**src/rtl/icache_ctl_pkg.sv**
```systemverilog
package icache_ctl_pkg;
  // register byte offsets
  localparam int OFF_PARAM = 'h000;
  localparam int OFF_CTRL  = 'h004;
  localparam int OFF_STAT  = 'h100;
  localparam int OFF_CLR   = 'h104;
  localparam int OFF_IEN   = 'h108;
  localparam int OFF_FADDR = 'h10C;
  localparam int OFF_HIT   = 'h300;
  localparam int OFF_MISS  = 'h304;
  localparam int OFF_UNC   = 'h308;

  // control bits
  localparam int C_EN    = 0;
  localparam int C_LINV  = 1;
  localparam int C_FINV  = 2;
  localparam int C_STEN  = 3;
  localparam int C_STCLR = 4;
  localparam int C_ALLOC = 5;
  localparam int CTRL_W  = 6;

  // status bits
  localparam int S_INV   = 0;
  localparam int S_EN    = 1;
  localparam int S_DIS   = 2;
  localparam int S_FERR  = 3;
  localparam int NUM_EVT = 4;

  localparam int NUM_CNT = 3;

  typedef struct packed {
    logic statEn;
    logic statClr;
    logic fillCap;
  } statCmd_t;
endpackage

```
**src/rtl/icache_ctl_stats.sv**
```systemverilog
module icache_ctl_stats
  import icache_ctl_pkg::*;
#(
  parameter int CNT_W     = 32,
  parameter int HAS_STATS = 1
) (
  input  logic                          clk,
  input  logic                          rstN,
  input  statCmd_t                      cmd,
  input  logic [NUM_CNT-1:0]            accPulse,
  input  logic [31:0]                   fillErrAddr,
  output logic [NUM_CNT-1:0][CNT_W-1:0] cntVal,
  output logic [31:0]                   fillAddr
);
  localparam logic [CNT_W-1:0] CNT_MAX = '1;

  always_ff @(posedge clk or negedge rstN) begin
    if (!rstN) fillAddr <= '0;
    else if (cmd.fillCap) fillAddr <= fillErrAddr;
  end

  generate
    if (HAS_STATS != 0) begin : g_stats
      for (genvar g = 0; g < NUM_CNT; g++) begin : g_cnt
        always_ff @(posedge clk or negedge rstN) begin
          if (!rstN) cntVal[g] <= '0;
          else if (cmd.statClr) cntVal[g] <= '0;
          else if (cmd.statEn && accPulse[g] && cntVal[g] != CNT_MAX)
            cntVal[g] <= cntVal[g] + 1'b1;
        end
      end
    end else begin : g_noStats
      logic unusedAcc;
      assign unusedAcc = ^{accPulse, cmd.statEn, cmd.statClr};
      assign cntVal = '0;
    end
  endgenerate
endmodule

```
**src/rtl/icache_ctl_regs.sv**
```systemverilog
module icache_ctl_regs
  import icache_ctl_pkg::*;
#(
  parameter int ADDR_W       = 12,
  parameter int CNT_W        = 32,
  parameter int SIZE_CODE    = 11,
  parameter int HAS_STATS    = 1,
  parameter int HAS_LINE_INV = 1
) (
  input  logic                          clk,
  input  logic                          rstN,
  input  logic                          busSel,
  input  logic                          busWrite,
  input  logic [ADDR_W-1:0]             busAddr,
  input  logic [31:0]                   busWdata,
  output logic [31:0]                   busRdata,
  input  logic [NUM_CNT-1:0][CNT_W-1:0] cntVal,
  input  logic [31:0]                   fillAddr,
  input  logic                          enDone,
  input  logic                          disDone,
  input  logic                          invDone,
  input  logic                          fillErr,
  output statCmd_t                      cmd,
  output logic                          cacheEnable,
  output logic                          lineInvEnable,
  output logic                          allocHandler,
  output logic                          enStart,
  output logic                          disStart,
  output logic                          invStart,
  output logic                          irq
);
  localparam int WI_W = ADDR_W - 2;
  localparam logic [31:0] PARAM_WORD =
    {26'd0, 1'(HAS_LINE_INV), 1'(HAS_STATS), 4'(SIZE_CODE)};
  localparam logic [CTRL_W-1:0] CTRL_KEEP =
    CTRL_W'((1 << C_EN) | (1 << C_LINV) | (1 << C_STEN) | (1 << C_ALLOC));

  logic [WI_W-1:0]    wordIdx;
  logic               wrEn, wrCtrl, wrClr, wrIen;
  logic [CTRL_W-1:0]  ctrlQ;
  logic [NUM_EVT-1:0] statusQ, ienQ, evt, clrMask;
  logic               unusedBits;

  assign wordIdx = busAddr[ADDR_W-1:2];
  assign wrEn    = busSel && busWrite;
  assign wrCtrl  = wrEn && wordIdx == WI_W'(OFF_CTRL >> 2);
  assign wrClr   = wrEn && wordIdx == WI_W'(OFF_CLR >> 2);
  assign wrIen   = wrEn && wordIdx == WI_W'(OFF_IEN >> 2);
  assign unusedBits = ^{busAddr[1:0], busWdata[31:CTRL_W]};

  // control word and start strobes
  always_ff @(posedge clk or negedge rstN) begin
    if (!rstN) begin
      ctrlQ    <= '0;
      enStart  <= 1'b0;
      disStart <= 1'b0;
      invStart <= 1'b0;
    end else begin
      enStart  <= wrCtrl && busWdata[C_EN] && !ctrlQ[C_EN];
      disStart <= wrCtrl && !busWdata[C_EN] && ctrlQ[C_EN];
      invStart <= wrCtrl && busWdata[C_FINV];
      if (wrCtrl) ctrlQ <= busWdata[CTRL_W-1:0] & CTRL_KEEP;
    end
  end

  // sticky status, events win over clears
  always_comb begin
    evt = '0;
    evt[S_INV]  = invDone;
    evt[S_EN]   = enDone;
    evt[S_DIS]  = disDone;
    evt[S_FERR] = fillErr;
    clrMask = wrClr ? busWdata[NUM_EVT-1:0] : '0;
  end

  always_ff @(posedge clk or negedge rstN) begin
    if (!rstN) begin
      statusQ <= '0;
      ienQ    <= '0;
    end else begin
      statusQ <= (statusQ & ~clrMask) | evt;
      if (wrIen) ienQ <= busWdata[NUM_EVT-1:0];
    end
  end

  assign irq           = |(statusQ & ienQ);
  assign cacheEnable   = ctrlQ[C_EN];
  assign lineInvEnable = ctrlQ[C_LINV];
  assign allocHandler  = ctrlQ[C_ALLOC];

  assign cmd.statEn  = ctrlQ[C_STEN];
  assign cmd.statClr = wrCtrl && busWdata[C_STCLR];
  assign cmd.fillCap = fillErr;

  // read mux
  always_comb begin
    busRdata = '0;
    if (busSel && !busWrite) begin
      case (wordIdx)
        WI_W'(OFF_PARAM >> 2): busRdata = PARAM_WORD;
        WI_W'(OFF_CTRL >> 2):  busRdata = 32'(ctrlQ);
        WI_W'(OFF_STAT >> 2):  busRdata = 32'(statusQ);
        WI_W'(OFF_IEN >> 2):   busRdata = 32'(ienQ);
        WI_W'(OFF_FADDR >> 2): busRdata = fillAddr;
        WI_W'(OFF_HIT >> 2):   busRdata = 32'(cntVal[0]);
        WI_W'(OFF_MISS >> 2):  busRdata = 32'(cntVal[1]);
        WI_W'(OFF_UNC >> 2):   busRdata = 32'(cntVal[2]);
        default:               busRdata = '0;
      endcase
    end
  end
endmodule

```
**src/rtl/icache_ctl.sv**
```systemverilog
module icache_ctl
  import icache_ctl_pkg::*;
#(
  parameter int ADDR_W       = 12,
  parameter int CNT_W        = 32,
  parameter int SIZE_CODE    = 11,
  parameter int HAS_STATS    = 1,
  parameter int HAS_LINE_INV = 1
) (
  input  logic              clk,
  input  logic              rstN,
  input  logic              busSel,
  input  logic              busWrite,
  input  logic [ADDR_W-1:0] busAddr,
  input  logic [31:0]       busWdata,
  output logic [31:0]       busRdata,
  output logic              cacheEnable,
  output logic              lineInvEnable,
  output logic              allocHandler,
  output logic              enStart,
  output logic              disStart,
  output logic              invStart,
  input  logic              enDone,
  input  logic              disDone,
  input  logic              invDone,
  input  logic              fillErr,
  input  logic [31:0]       fillErrAddr,
  input  logic              accHit,
  input  logic              accMiss,
  input  logic              accUncached,
  output logic              irq
);
  statCmd_t                      cmd;
  logic [NUM_CNT-1:0][CNT_W-1:0] cntVal;
  logic [31:0]                   fillAddr;

  icache_ctl_regs #(
    .ADDR_W(ADDR_W), .CNT_W(CNT_W), .SIZE_CODE(SIZE_CODE),
    .HAS_STATS(HAS_STATS), .HAS_LINE_INV(HAS_LINE_INV)
  ) i_regs (
    .clk(clk), .rstN(rstN), .busSel(busSel), .busWrite(busWrite),
    .busAddr(busAddr), .busWdata(busWdata), .busRdata(busRdata),
    .cntVal(cntVal), .fillAddr(fillAddr), .enDone(enDone),
    .disDone(disDone), .invDone(invDone), .fillErr(fillErr), .cmd(cmd),
    .cacheEnable(cacheEnable), .lineInvEnable(lineInvEnable),
    .allocHandler(allocHandler), .enStart(enStart), .disStart(disStart),
    .invStart(invStart), .irq(irq)
  );

  icache_ctl_stats #(.CNT_W(CNT_W), .HAS_STATS(HAS_STATS)) i_stats (
    .clk(clk), .rstN(rstN), .cmd(cmd),
    .accPulse({accUncached, accMiss, accHit}),
    .fillErrAddr(fillErrAddr), .cntVal(cntVal), .fillAddr(fillAddr)
  );
endmodule

```
**config.mk**
```make
export PLATFORM = sky130hd
export DESIGN_NAME = icache_ctl
export DESIGN_NICKNAME = d
export VERILOG_FILES = /design/src/rtl/icache_ctl_pkg.sv /design/src/rtl/icache_ctl_stats.sv /design/src/rtl/icache_ctl_regs.sv /design/src/rtl/icache_ctl.sv
export SDC_FILE = /design/constraint.sdc
export NUM_CORES = 1
export LEC_CHECK = 0
export ABC_AREA = 1
export CAP_MARGIN = 40
export CORE_UTILIZATION = 40
export DETAILED_ROUTE_END_ITERATION = 12
export DONT_BUFFER_PORTS = 1
export PLACE_DENSITY_LB_ADDON = 0.15
export SETUP_SLACK_MARGIN = 0.15
export SLEW_MARGIN = 25
export SYNTH_ARGS = -nofsm -noshare
export SYNTH_HDL_FRONTEND = slang
export SYNTH_SLANG_ARGS = --single-unit
```
**constraint.sdc**
```tcl
create_clock -name clk -period 2.1 [get_ports clk]
set_input_delay 0.105 -clock clk [delete_from_list [all_inputs] [get_ports clk]]
set_output_delay 0.105 -clock clk [all_outputs]
set_load 0.03 [all_outputs]
```
# Yosys cells after proc, flatten, opt, wreduce, memory -nomap -nowiden
# Cells that the tools add are included.
[op_classes]
n_addsub = 3
n_eq_ne = 11
n_mux = 9
bitwise = 4
n_reduce_logical = 25
[ops]
columns = ["op", "n"]
rows = [
  ["one-hot mux 32 bit (8 select lines)", 1],
  ["2-to-1 mux 32 bit", 7],
  ["adder 32 x 1 -> 32 bit, second input constant", 3],
  ["!= test 32 bit, second input constant", 3],
  ["equality test 10 x 7 -> 1 bit, second input constant", 4],
  ["equality test 10 x 8 -> 1 bit, second input constant", 3],
  ["logical AND 1 bit", 17],
  ["equality test 10 x 1 -> 1 bit, second input constant", 1],
  ["zero test 10 bit", 1],
  ["AND 4 bit", 2],
  ["nonzero test 2 bit", 3],
  ["2-to-1 mux 4 bit", 1],
  ["inverter 4 bit", 1],
  ["OR 4 bit", 1],
  ["OR reduction 4 bit", 1],
  ["zero test 1 bit", 3],
]
[totals]
regBits = 143
word_cells = 62

# Longest topological paths before layout
[logic_depth]
ltp_word = 6
ltp_mapped = 12

# Modules after synthesis
# A second synthesis with hierarchy kept.
[unflattened]
cells_unflattened = 1484
hier_area_um2 = 9765.6
[modules_own_cells]
columns = ["module", "n_inst", "cells_per_inst", "area_each_um2"]
rows = [
  ["icache_ctl_stats", 1, 1087, 7664.9],
  ["icache_ctl_regs", 1, 397, 2100.8],
]

# Least setup slack after synthesis
# No wires, ideal clock.
[synth_path]
path_type = "register to register"
start = "register i_stats.cntVal[0] (netlist name)"
end = "register i_stats.cntVal[13] (netlist name)"
t_arrival_ps = 1632
t_required_ps = 1977
slack_ps = 345
stages_incl_launch_ff = 12
path_buffers = 1
cell_sequence = "dfrtp_1 -> ha_1 -> inv_1 -> nor2_2 -> nand2_1 -> nor2_2 -> nand2_1 -> nand2_4 -> nor2_2 -> buf_2 -> o21ai_0 -> nand2_1"
[synth_between]
elab_chain_len = 3
[synth_lines]
columns = ["element", "line_no", "rtl"]
rows = [
  ["start: declaration", "icache_ctl_stats.sv:12", "output logic [NUM_CNT-1:0][CNT_W-1:0] cntVal,"],
  ["start signal: indexed assignment", "icache_ctl_stats.sv:29", "cntVal[g] <= cntVal[g] + 1'b1;"],
  ["adder 32 x 1 -> 32 bit / != test 32 bit (equally long branches)", "icache_ctl_stats.sv:29, icache_ctl_stats.sv:28", ""],
  ["2-to-1 mux 32 bit / logical AND 1 bit (equally long branches)", "icache_ctl_stats.sv:28", "else if (cmd.statEn && accPulse[g] && cntVal[g] != CNT_MAX)"],
  ["2-to-1 mux 32 bit / nonzero test 2 bit (equally long branches)", "-", ""],
]
# Several ways; a longest one is shown, not always the timed one. The select of a mux whose other input is x is not followed.
# A chain may end at the register's enable or synchronous reset.

# Worst setup path after layout
[layout_path]
start = "input port busAddr[7]"
end = "register i_stats.cntVal[13] (netlist name)"
[layout_between]
elab_chain_len = 4
[layout_lines]
columns = ["element", "line_no", "rtl"]
rows = [
  ["start: declaration", "icache_ctl.sv:14", "input logic [ADDR_W-1:0] busAddr,"],
  ["equality test 10 x 1 -> 1 bit *", "icache_ctl_regs.sv:46", "assign wrCtrl = wrEn && wordIdx == WI_W'(OFF_CTRL >> 2);"],
  ["logical AND 1 bit *", "icache_ctl_regs.sv:46", ""],
  ["logical AND 1 bit *", "icache_ctl_regs.sv:92", "assign cmd.statClr = wrCtrl && busWdata[C_STCLR];"],
  ["2-to-1 mux 32 bit / nonzero test 2 bit (equally long branches)", "-", ""],
]
# Every way passes the cells marked *; elsewhere a longest branch is shown, timed or not.

==> summary.md <==
| Metric | Value |
|---|---|
| Status | finished with violations |
| Failing checks | negative hold slack |
| Fillers | 2487 |
| Worst-path clk slew | about 70 ps |
| H-tree lvl count | 4 |
| Gate power share | 4.5% |
| Clock skew | approximately 11 ps |
| Setup TNS Final | 0 ps |
| Final Setup Violations | 0 |
| VDD IR max | about 0.32 mV |
| Initial antenna violation count | 0 |
| Worst-path fanout max | 20 |
| 1st-iter DRT viols | 730 |
| EDFF count, synth | 0 |
| Largest net degree at the start of global routing | approximately 140 |
| Post-synthesis cell count | roughly 1500 |
| Mean Syn Cell Area | roughly 6.5 um2 |
| Pwr Density | ~530 nW/um2 |
| Vias per std cell | between 5 and 6 |
| Clock Power Share | around half |
| Clock root buffer | clkbuf_16 |
| Synthesis Warnings | 0 |
| Max_cap viols | 0 |
| NetSw | 0.00144 W |
| Global placement routability congestion | approximately 1 |
| Diodes inserted | 0 |
| Port Buffers | 0 |
| Syn nets | between 1500 and 2000 |
| CP startpoint kind | primary input |
| CTS tree | built |
| Net Sw Frac | 22.7% |
| Most frequent cells in the layout | nand2_1 (558), nor2_1 (223), nand3_1 (222), dfrtp_1 (142), buf_4 (98) |
| RSZ-0062 raised after global routing | yes |
| Via count | between 10000 and 15000 |
| Drt total wl | ~34000 um |
| Grt ovf | 0 |
| Ports | around 130 |
| Clock sinks | 143 |
| Cell chain of the critical path | nor2_2 -> nand2_1 -> nor2_4 -> dlygate4sd3_1 -> nand3_4 -> nor2_4 -> nor2_4 -> buf_12 -> o21ai_0 -> nand2_1 |
| Worst path most repeated cell | nor2_4 |
| Core Footprint | between 20000 and 25000 um2 |
| CP Data Arrival Time | 2220 ps |
| Vias in the first global route | between 9000 and 10000 |
| Reg power frac | ~45% |
| CP peak stage delay | between 600 and 700 ps |
| Worst Hold Class | primary input to async pin |
| Clk buf depth | 2 |
| Number of detailed-route iterations in the first pass | 5 |
| Crit path kind | primary input to register |
| Post-synth top flop | dfrtp_1 |
| Total track usage | around 28% |
| Max-Slew Margin vs Limit | about 53% |
| Fin crit share | 90.3% |
| Critical path's slowest cell | dlygate4sd3_1 |
| Die area | 25000 um2 |
| Cell Rows | 56 |
| HPWL after DPL | roughly 24000 um |
| Worst-margin pin slew | 704 ps |
| Nets@finish | 1719 |
| Leak | approximately 5.7 nW |
| CTS Hold Bufs | between 50 and 60 |
| Post-route ant nets | 0 |
| Fraction of layout cells with a size suffix above 1 | 11.1% |
| Worst-skew pair later-pin latency | 430 ps |
| Die Height | ~160 um |
| Sequential area share after synthesis | between 30% and 40% |
| Cell-internal power | 0.00492 W |
| Final Hold Vio Count | between 100 and 150 |
| Min Hold Slack | -634 ps |
| Post-route DRC | 0 |
| Min Tclk post-route | ~1900 ps |
| Die Wd | ~160 um |
| Total CTS buffers | 17 |
| Routed WL per cell | approximately 17 um |
| Worst R2R Path Depth | 10 |
| Most common cell after layout, fill and taps aside | nand2_1 |
| Distinct cells, synth | 32 |
| Asr flop ratio synth | 100% |
| Count of state elements after synthesis | 143 |
| Starting Density | between 40% and 50% |
| F_max | around 530 MHz |
| Area delta synth->final | 22.7% |
| Mapped Area | between 9000 and 10000 um2 |
| Worst path required time | 2420 ps |
| Crit. End Element | register |
| Final slew viol count | 0 |
| First-pass GRT wire length | ~53000 um |
sequential cells by signal, indices dropped and copies added, names as in the netlist:
signal / flops
i_regs.ienQ: 4
i_regs.enStart: 1
i_regs.statusQ: 4
i_stats.cntVal: 96
i_regs.disStart: 1
i_stats.fillAddr: 32
i_regs.invStart: 1
i_regs.ctrlQ: 4
layout make-up:
| cell class | count | area [um2] | area share (%) |
|---|---|---|---|
| multi-input cells | 1210 | 5590 | 46.7 |
| clock buffers | 20 | 437 | 3.65 |
| inverters | 97 | 364 | 3.04 |
| repair buffers | 160 | 1440 | 12.0 |
| clock inverters | 11 | 166 | 1.39 |
| well taps | 319 | 399 | 3.33 |
| flip-flops and latches | 143 | 3580 | 29.9 |
routing by layer:
metal	vias up	wire, um	global-route usage, %
met5	-	0	0
met3	76	2120	4.46
met1	4767	14700	36.9
met2	364	16000	46.3
met4	0	1340	13.0
li1	5030	-	-
power by group through the flow:
| stage | logic (W) | clock network (W) | registers, W |
|---|---|---|---|
| final | 0.000284 | 0.00323 | 0.00285 |
| after global routing | 0.000316 | 0.00335 | 0.00285 |
| after CTS | 0.000280 | 0.00327 | 0.00285 |
| after detailed placement | 0.000186 | 0 | 0.00290 |
| after global placement | 0.000181 | 0 | 0.00290 |
| after floorplan | 0.000135 | 0 | 0.00289 |
per-stage QoR:
stage	area (um2)	setup WS [ps]	util, %	instances	power (W)
after floorplan	9770	345	-	1504	0.00303
after global placement	10700	130	45.3	1874	0.00308
after detailed placement	10700	65.5	45.3	1874	0.00308
after CTS	11900	151	50.3	1959	0.00640
after global routing	12000	68.7	50.6	1960	0.00652
final	12000	203	50.6	1960	0.00636
cells in the mapped netlist, types with 3 or more instances:
master    instances  area share (%)
clkbuf_1         14            0.54
nand4_1          12            0.77
a21oi_1          15            0.77
nand3_2          12             1.2
buf_1             9            0.35
o21ai_0          39             2.0
nand2_2           4            0.26
ha_1              3            0.38
dfrtp_1         143              37
nor3_1           16            0.82
nor2_4            5            0.58
xor2_1           34             3.0
nand2_1         559              21
nand2_4           3            0.35
xnor2_1          23             2.1
nor2_1          225             8.6
nor2_2           10            0.64
buf_2            23             1.2
nand3b_1         16             1.2
inv_1            94             3.6
nand3_1         222              11
buf_4             6            0.46
critical path, delay by kind of cell:
kind	cells	cell delay [ps]
AOI/OAI and AO/OA	1	70
and+or+nand+nor	7	1190
buffers and inverters	2	830
what timing repair did:
action,4_1_cts,5_1_grt
endpoints found under the hold margin,195,143
pin swaps,0,1
resized for setup,3,16
setup endpoints to repair,37,101
buffers inserted,0,1
path summary, 6_finish.rpt:
check	from	to	slack [ps]
min in group clk	fillErr	i_stats.fillAddr[4]	10
max in group asynchronous	rstN	i_stats.cntVal[68]	2310
setup reg to reg	i_stats.cntVal[12]	i_stats.cntVal[13]	260
setup / recovery	busAddr[7]	i_stats.cntVal[13]	200
hold reg to reg	i_stats.fillAddr[21]	i_stats.fillAddr[21]	480
hold / removal	rstN	i_stats.fillAddr[16]	-630
kinds of logic after synthesis:
| kind of cell | Yosys count | share of synthesized area, % |
|---|---|---|
| AND/OR/NAND/NOR | 1092 | 48.3 |
| AO/OA/AOI/OAI | 58 | 3.07 |
| flip-flops | 143 | 36.6 |
| XOR/XNOR | 57 | 5.11 |
| adder cells (fa/ha/maj) | 3 | 0.384 |
| buffers and inverters | 151 | 6.48 |
No activity file was read; power rests on OpenSTA's default activity.
